<file path="src/rtl/phy_irq_pkg.sv">
package phy_irq_pkg;
  localparam int DATA_W = 16;
  localparam int ADDR_W = 5;

  localparam logic [ADDR_W-1:0] ADDR_STAT  = 5'h11;
  localparam logic [ADDR_W-1:0] ADDR_DISC  = 5'h12;
  localparam logic [ADDR_W-1:0] ADDR_FCAR  = 5'h13;
  localparam logic [ADDR_W-1:0] ADDR_RXERR = 5'h15;

  localparam int BIT_CIM   = 15;
  localparam int BIT_LINK  = 14;
  localparam int BIT_LOCK  = 13;
  localparam int BIT_PEND  = 12;
  localparam int BIT_DISC  = 11;
  localparam int BIT_FCAR  = 10;
  localparam int BIT_RXERR = 9;

  typedef enum logic [2:0] {
    SYM_NONE = 3'd0,
    SYM_DATA = 3'd1,
    SYM_IDLE = 3'd2,
    SYM_SSD  = 3'd3,
    SYM_ESD  = 3'd4
  } sym_class_e;
endpackage

</file>
<file path="src/rtl/phy_evt_counter.sv">
module phy_evt_counter #(
  parameter int W   = 16,
  parameter bit SAT = 1'b0
) (
  input  logic         clk_i,
  input  logic         rst_ni,
  input  logic         inc_i,
  input  logic         clr_i,
  output logic [W-1:0] cnt_o,
  output logic         top_set_o
);
  localparam logic [W-1:0] CNT_MAX = {W{1'b1}};

  logic [W-1:0] cnt_q, base, cnt_d;
  logic         msb_q;

  always_comb begin
    base  = clr_i ? '0 : cnt_q;
    cnt_d = base;
    if (inc_i) begin
      if (SAT && base == CNT_MAX) cnt_d = base;
      else                        cnt_d = base + 1'b1;
    end
  end

  always_ff @(posedge clk_i or negedge rst_ni) begin
    if (!rst_ni) begin
      cnt_q <= '0;
      msb_q <= 1'b0;
    end else begin
      cnt_q <= cnt_d;
      msb_q <= cnt_q[W-1];
    end
  end

  assign cnt_o     = cnt_q;
  assign top_set_o = cnt_q[W-1] & ~msb_q;

  a_r6_clear_on_read: assert property (@(posedge clk_i) disable iff (!rst_ni)
    clr_i && !inc_i |=> cnt_q == '0);
  a_r6_read_and_inc: assert property (@(posedge clk_i) disable iff (!rst_ni)
    clr_i && inc_i |=> cnt_q == W'(1));
  a_r7_single_pulse: assert property (@(posedge clk_i) disable iff (!rst_ni)
    top_set_o |=> !top_set_o);

  generate
    if (SAT) begin : g_sat
      a_r8_saturate: assert property (@(posedge clk_i) disable iff (!rst_ni)
        cnt_q == CNT_MAX && !clr_i |=> cnt_q == CNT_MAX);
    end else begin : g_roll
      a_r8_rollover: assert property (@(posedge clk_i) disable iff (!rst_ni)
        cnt_q == CNT_MAX && inc_i && !clr_i |=> cnt_q == '0);
    end
  endgenerate
endmodule

</file>
<file path="src/rtl/phy_pe_detect.sv">
module phy_pe_detect
  import phy_irq_pkg::*;
#(
  parameter int IDLE_RUN = 2
) (
  input  logic       clk_i,
  input  logic       rst_ni,
  input  logic       speed100_i,
  input  logic       sym_valid_i,
  input  logic [2:0] sym_class_i,
  output logic       hit_o
);
  localparam int RUN_W = $clog2(IDLE_RUN + 1);
  localparam logic [RUN_W-1:0] RUN_LAST = RUN_W'(IDLE_RUN - 1);

  logic             armed_q;
  logic [RUN_W-1:0] run_q;
  logic             act;

  assign act   = speed100_i & sym_valid_i;
  assign hit_o = act && armed_q && sym_class_i == SYM_IDLE && run_q == RUN_LAST;

  always_ff @(posedge clk_i or negedge rst_ni) begin
    if (!rst_ni) begin
      armed_q <= 1'b0;
      run_q   <= '0;
    end else if (act) begin
      unique case (sym_class_i)
        SYM_SSD:  begin armed_q <= 1'b1; run_q <= '0; end
        SYM_ESD:  begin armed_q <= 1'b0; run_q <= '0; end
        SYM_DATA: run_q <= '0;
        SYM_IDLE: begin
          if (hit_o) begin
            armed_q <= 1'b0;
            run_q   <= '0;
          end else if (armed_q) begin
            run_q <= run_q + 1'b1;
          end
        end
        default: ;
      endcase
    end
  end

  a_r5_esd_disarms: assert property (@(posedge clk_i) disable iff (!rst_ni)
    act && sym_class_i == SYM_ESD |=> !armed_q);
  a_r5_hit_disarms: assert property (@(posedge clk_i) disable iff (!rst_ni)
    hit_o |=> !armed_q);
  a_r5_data_restarts: assert property (@(posedge clk_i) disable iff (!rst_ni)
    act && sym_class_i == SYM_DATA |=> run_q == '0);
endmodule

</file>
<file path="src/rtl/phy_irq_unit.sv">
module phy_irq_unit
  import phy_irq_pkg::*;
#(
  parameter int CNT_W    = 16,
  parameter int IDLE_RUN = 2
) (
  input  logic              clk_i,
  input  logic              rst_ni,
  input  logic              cim_unstable_i,
  input  logic              link_chg_i,
  input  logic              lock_chg_i,
  input  logic              disc_evt_i,
  input  logic              fcar_evt_i,
  input  logic              rxerr_evt_i,
  input  logic              speed100_i,
  input  logic              sym_valid_i,
  input  logic [2:0]        sym_class_i,
  input  logic              rd_i,
  input  logic [ADDR_W-1:0] addr_i,
  output logic [DATA_W-1:0] rdata_o,
  output logic              irq_o
);
  localparam int NCNT = 3;

  logic [DATA_W-1:0] status_q, set_vec;
  logic              clr_stat, pe_hit;
  logic [NCNT-1:0]   cnt_inc, cnt_clr, cnt_top;
  logic [CNT_W-1:0]  cnt_val [NCNT];

  localparam logic [ADDR_W-1:0] CNT_ADDR [NCNT] = '{ADDR_DISC, ADDR_FCAR, ADDR_RXERR};
  localparam bit               CNT_SAT  [NCNT] = '{1'b0, 1'b1, 1'b0};

  assign cnt_inc = {rxerr_evt_i, fcar_evt_i, disc_evt_i};

  for (genvar i = 0; i < NCNT; i++) begin : g_cnt
    assign cnt_clr[i] = rd_i && addr_i == CNT_ADDR[i];
    phy_evt_counter #(.W(CNT_W), .SAT(CNT_SAT[i])) u_cnt (
      .clk_i     (clk_i),
      .rst_ni    (rst_ni),
      .inc_i     (cnt_inc[i]),
      .clr_i     (cnt_clr[i]),
      .cnt_o     (cnt_val[i]),
      .top_set_o (cnt_top[i])
    );
  end

  phy_pe_detect #(.IDLE_RUN(IDLE_RUN)) u_pe (
    .clk_i       (clk_i),
    .rst_ni      (rst_ni),
    .speed100_i  (speed100_i),
    .sym_valid_i (sym_valid_i),
    .sym_class_i (sym_class_i),
    .hit_o       (pe_hit)
  );

  always_comb begin
    set_vec            = '0;
    set_vec[BIT_CIM]   = cim_unstable_i;
    set_vec[BIT_LINK]  = link_chg_i;
    set_vec[BIT_LOCK]  = lock_chg_i;
    set_vec[BIT_PEND]  = pe_hit;
    set_vec[BIT_DISC]  = cnt_top[0];
    set_vec[BIT_FCAR]  = cnt_top[1];
    set_vec[BIT_RXERR] = cnt_top[2];
  end

  assign clr_stat = rd_i && addr_i == ADDR_STAT;

  // new events take priority over the read clear
  always_ff @(posedge clk_i or negedge rst_ni) begin
    if (!rst_ni) status_q <= '0;
    else         status_q <= (clr_stat ? '0 : status_q) | set_vec;
  end

  assign irq_o = |status_q;

  always_comb begin
    rdata_o = '0;
    if (rd_i) begin
      unique case (addr_i)
        ADDR_STAT:  rdata_o = status_q;
        ADDR_DISC:  rdata_o = DATA_W'(cnt_val[0]);
        ADDR_FCAR:  rdata_o = DATA_W'(cnt_val[1]);
        ADDR_RXERR: rdata_o = DATA_W'(cnt_val[2]);
        default:    rdata_o = '0;
      endcase
    end
  end

  a_r4_event_wins: assert property (@(posedge clk_i) disable iff (!rst_ni)
    clr_stat && set_vec != '0 |=> (status_q & $past(set_vec)) == $past(set_vec));
  a_r2_read_clears: assert property (@(posedge clk_i) disable iff (!rst_ni)
    clr_stat && set_vec == '0 |=> !irq_o);
  a_r3_link_sets: assert property (@(posedge clk_i) disable iff (!rst_ni)
    link_chg_i |=> status_q[BIT_LINK] && irq_o);
  a_r1_low_bits_zero: assert property (@(posedge clk_i) disable iff (!rst_ni)
    rd_i && addr_i == ADDR_STAT |-> rdata_o[8:0] == '0);
endmodule

</file>
<file path="config.mk">
export PLATFORM = sky130hd
export DESIGN_NAME = phy_irq_unit
export DESIGN_NICKNAME = d
export VERILOG_FILES = /design/src/rtl/phy_irq_pkg.sv /design/src/rtl/phy_evt_counter.sv /design/src/rtl/phy_pe_detect.sv /design/src/rtl/phy_irq_unit.sv
export SDC_FILE = /design/constraint.sdc
export NUM_CORES = 1
export LEC_CHECK = 0
export BUFFER_PORTS_ARGS = -buffer_cell sky130_fd_sc_hd__buf_4
export CAP_MARGIN = 40
export CELL_PAD_IN_SITES_DETAIL_PLACEMENT = 0
export CELL_PAD_IN_SITES_GLOBAL_PLACEMENT = 1
export CORE_AREA = 5 5 109 85
export CTS_BUF_LIST = sky130_fd_sc_hd__clkbuf_8
export DETAILED_ROUTE_END_ITERATION = 12
export DIE_AREA = 0 0 114 90
export PLACE_DENSITY = 0.93
export SLEW_MARGIN = 10
export SYNTH_ARGS = -nofsm -noshare
export SYNTH_HDL_FRONTEND = slang
export SYNTH_HIERARCHICAL = 1
export SYNTH_SLANG_ARGS = --single-unit
</file>
<file path="constraint.sdc">
create_clock -name clk_i -period 2.2 [get_ports clk_i]
set_clock_uncertainty 0.2 [all_clocks]
set_input_delay 0.11 -clock clk_i [delete_from_list [all_inputs] [get_ports clk_i]]
set_output_delay 0.11 -clock clk_i [all_outputs]
set_load 0.03 [all_outputs]
</file>
==> impl_metrics.yaml <==
run_status:
  outcome: "complete, no violations"
die:
  die_w_um: 114
  row_count: 29
  initial_utilization_pct: 46.41
  die_y_um: 90
  pin_count: 36
  die_area_um2: 10260
  core_area_um2: 8164
final_layout:
  fillers: 714
  register_area_um2: 1526
  fin_cells: 563
  final_net_count: 472
  layout_common_cells: "buf_4 (62), dfrtp_1 (61), nor2_1 (41)"
  final_util_pct: 57.00
  drive_above_1_share_pct: 29.23
  areaGrowthSynthToFinish_pct: 22.82
  layout_commonest_cell: "buf_4"
  multi_input_comb_area_um2: 2151
  num_antenna_cells: 0
clocking:
  path_clk_slew_ns: 0.07
  clock_sinks: 61
  clock_latency_ns: 0.34
  clockBufferDepth: 2
  cts_buffers: 9
  htreeDepth: 3
  post_cts_resized: 0
  clockRootBuffer: "clkbuf_8"
  holdBufCountCts: 15
  cts_tree: "built"
  post_cts_buffers: 0
power:
  p_seq_share_pct: 45.1
  p_comb_share_pct: 25.9
  ir_drop_v: 0.0004291
  p_leak_uw: 0.002040
  swShare_pct: 32.30
  internal_power_uw: 2294
  power.net_switching_uw: 1095
  total_power_uw: 3389
  clkPwrFrac_pct: 29.0
  power_per_cell_area_nw_per_um2: 728.3
route:
  drtIter0Drc: 235
  firstDrtPassIters: 5
  dr_total_vias: 3216
  viasPerCell: 5.712
  drtAntennaViolNets: 0
  drc: 0
  postRouteWirelength_um: 9719
  post_drt_wl_per_cell_um: 17.26
worst_hold_path:
  hold_class: "in2reg"
  hold_path_depth: 4
timing:
  tightest_slew_ns: 0.7747
  max_slew_margin_pct: 48.35
  rsz0062_at_grt: "false"
  drv_slew: 0
  whs_ns: 0.08078
  finalCriticalPeriod_ns: 2.111
  setup_viol_count_final: 0
  post-route-period-util_pct: 95.94
  timing.final.hold_violations: 0
  max_freq_mhz: 473.8
  fin_setup_tns_ns: 0
yosys:
  ys_warn_count: 6
  avgSynthCellArea_um2: 9.970
  synth_seq_cells: 61
  synth_edf_count: 0
  async_flop_share_pct: 100.0
  ys_seq_area_share_pct: 40.29
  synth_cells: 380
  synth_top_area_share_pct: 40.29
  syn_area_um2: 3789
  synth_largest_area_cell: "dfrtp_1"
  yosysUniqueCellTypes: 56
  synth_nets: 402
  netlist_top_cells_area: "dfrtp_1 (40%), mux2_2 (7.1%), xnor2_1 (5.3%)"
  synth_flop_cell: "dfrtp_1"
global_route:
  overflow: 0
  grtUsageTotal_pct: 19.82
  antenna_found_initial: 0
  grt_pass1_wl_um: 16150
  grt_pass1_vias: 3158
  grt_max_degree: 62
run:
  drv_cap: 0
worst_setup_path:
  r2r_cells: 6
  end_kind: "flip-flop"
  reg2reg_slack_ns: 0.09
  crit_fanout: 4
  startpoint_type: "flip-flop"
  cp.required_ns: 2.21
  critPathArrivalTime_ns: 2.12
  criticalPathCategory: "reg2reg"
place:
  dp_hpwl_um: 6937
  portBuffers: 35
  dp.cells: 532
  gp_congestion: 0.8627
## power groups by stage
| stage | Combinational, µW | Sequential, µW | Clock [µW] |
|---|---|---|---|
| finish | 876 | 1530 | 983 |
| global route | 978 | 1540 | 1070 |
| CTS | 875 | 1520 | 1000 |
| detailed placement | 850 | 1530 | 0 |
| global placement | 827 | 1520 | 0 |
| floorplan | 594 | 1450 | 0 |
## critical path: stages, from the launching register on
cell and delay, ns:
dfrtp_1 0.44, nor2b_2 0.20, ha_2 0.18, and3b_2 0.25, nand2_1 0.12, a211oi_2 0.24
mux2_1 0.36
## stage by stage
step	setup slack (ns)	area [µm²]
finish	0.08928	4653
floorplan	-0.1370	3865
detailed placement	-0.06435	4312
global route	0.02134	4653
global placement	-0.01083	4312
CTS	0.1095	4653
## cell families (layout without fill, tap and decap cells)
logic type / Yosys count / count (layout) / synth area share [%]
AOI/OAI and AO/OA: 61 / 61 / 11.82
buffers and inverters: 27 / 102 / 4.557
and+or+nand+nor: 166 / 166 / 25.83
muxes: 31 / 31 / 9.346
adders and majority gates: 3 / 3 / 0.9909
xor gates and xnor gates: 31 / 31 / 7.166
DFF: 61 / 61 / 40.29
## area by class of cell
class / count / share of cell area, %
sequential: 61 / 32.80
clock inverter: 6 / 1.156
clock buffer: 10 / 2.958
tap: 108 / 2.904
multi-input combinational: 292 / 46.22
timing repair buffer: 77 / 13.23
inverter: 9 / 0.7260
## sequential cells by signal, indices dropped and copies added, names as in the netlist
register,flops
u_pe/run_q,2
g_cnt.u_cnt/msb_q,3
g_cnt.u_cnt/cnt_o,48
status_q,7
u_pe/armed_q,1
## path summary, 6_finish.rpt
check,to,from
min in group asynchronous,g_cnt[2].u_cnt/cnt_o[1],rst_ni
max,g_cnt[1].u_cnt/cnt_o[8],g_cnt[1].u_cnt/cnt_o[1]
min,g_cnt[1].u_cnt/cnt_o[0],addr_i[0]
min reg2reg,g_cnt[2].u_cnt/msb_q,g_cnt[2].u_cnt/cnt_o[15]
max in group asynchronous,g_cnt[0].u_cnt/cnt_o[7],rst_ni
max reg2reg,g_cnt[1].u_cnt/cnt_o[8],g_cnt[1].u_cnt/cnt_o[1]
## cells in the mapped netlist, drive strengths merged, types with 6 or more instances
library cell / count
a211oi: 6
a21o: 7
a21oi: 11
a22oi: 6
a32oi: 10
and3: 9
buf: 12
clkbuf: 6
dfrtp: 61
inv: 9
mux2: 29
nand2: 15
nand2b: 10
nand3: 10
nand4: 15
nor2: 43
nor2b: 20
nor3: 10
o21ai: 7
or3: 10
xnor2: 23
xor2: 8
## layer usage
layer / vias to the layer above / global-route usage, % / routed length (µm)
met5: - / 0 / 0
met4: 0 / 5.539 / 117
met1: 1560 / 28.92 / 4600
met2: 125 / 27.29 / 4130
met3: 12 / 7.383 / 871
li1: 1519 / - / -
Note: power is estimated with default switching activity, not from simulation.
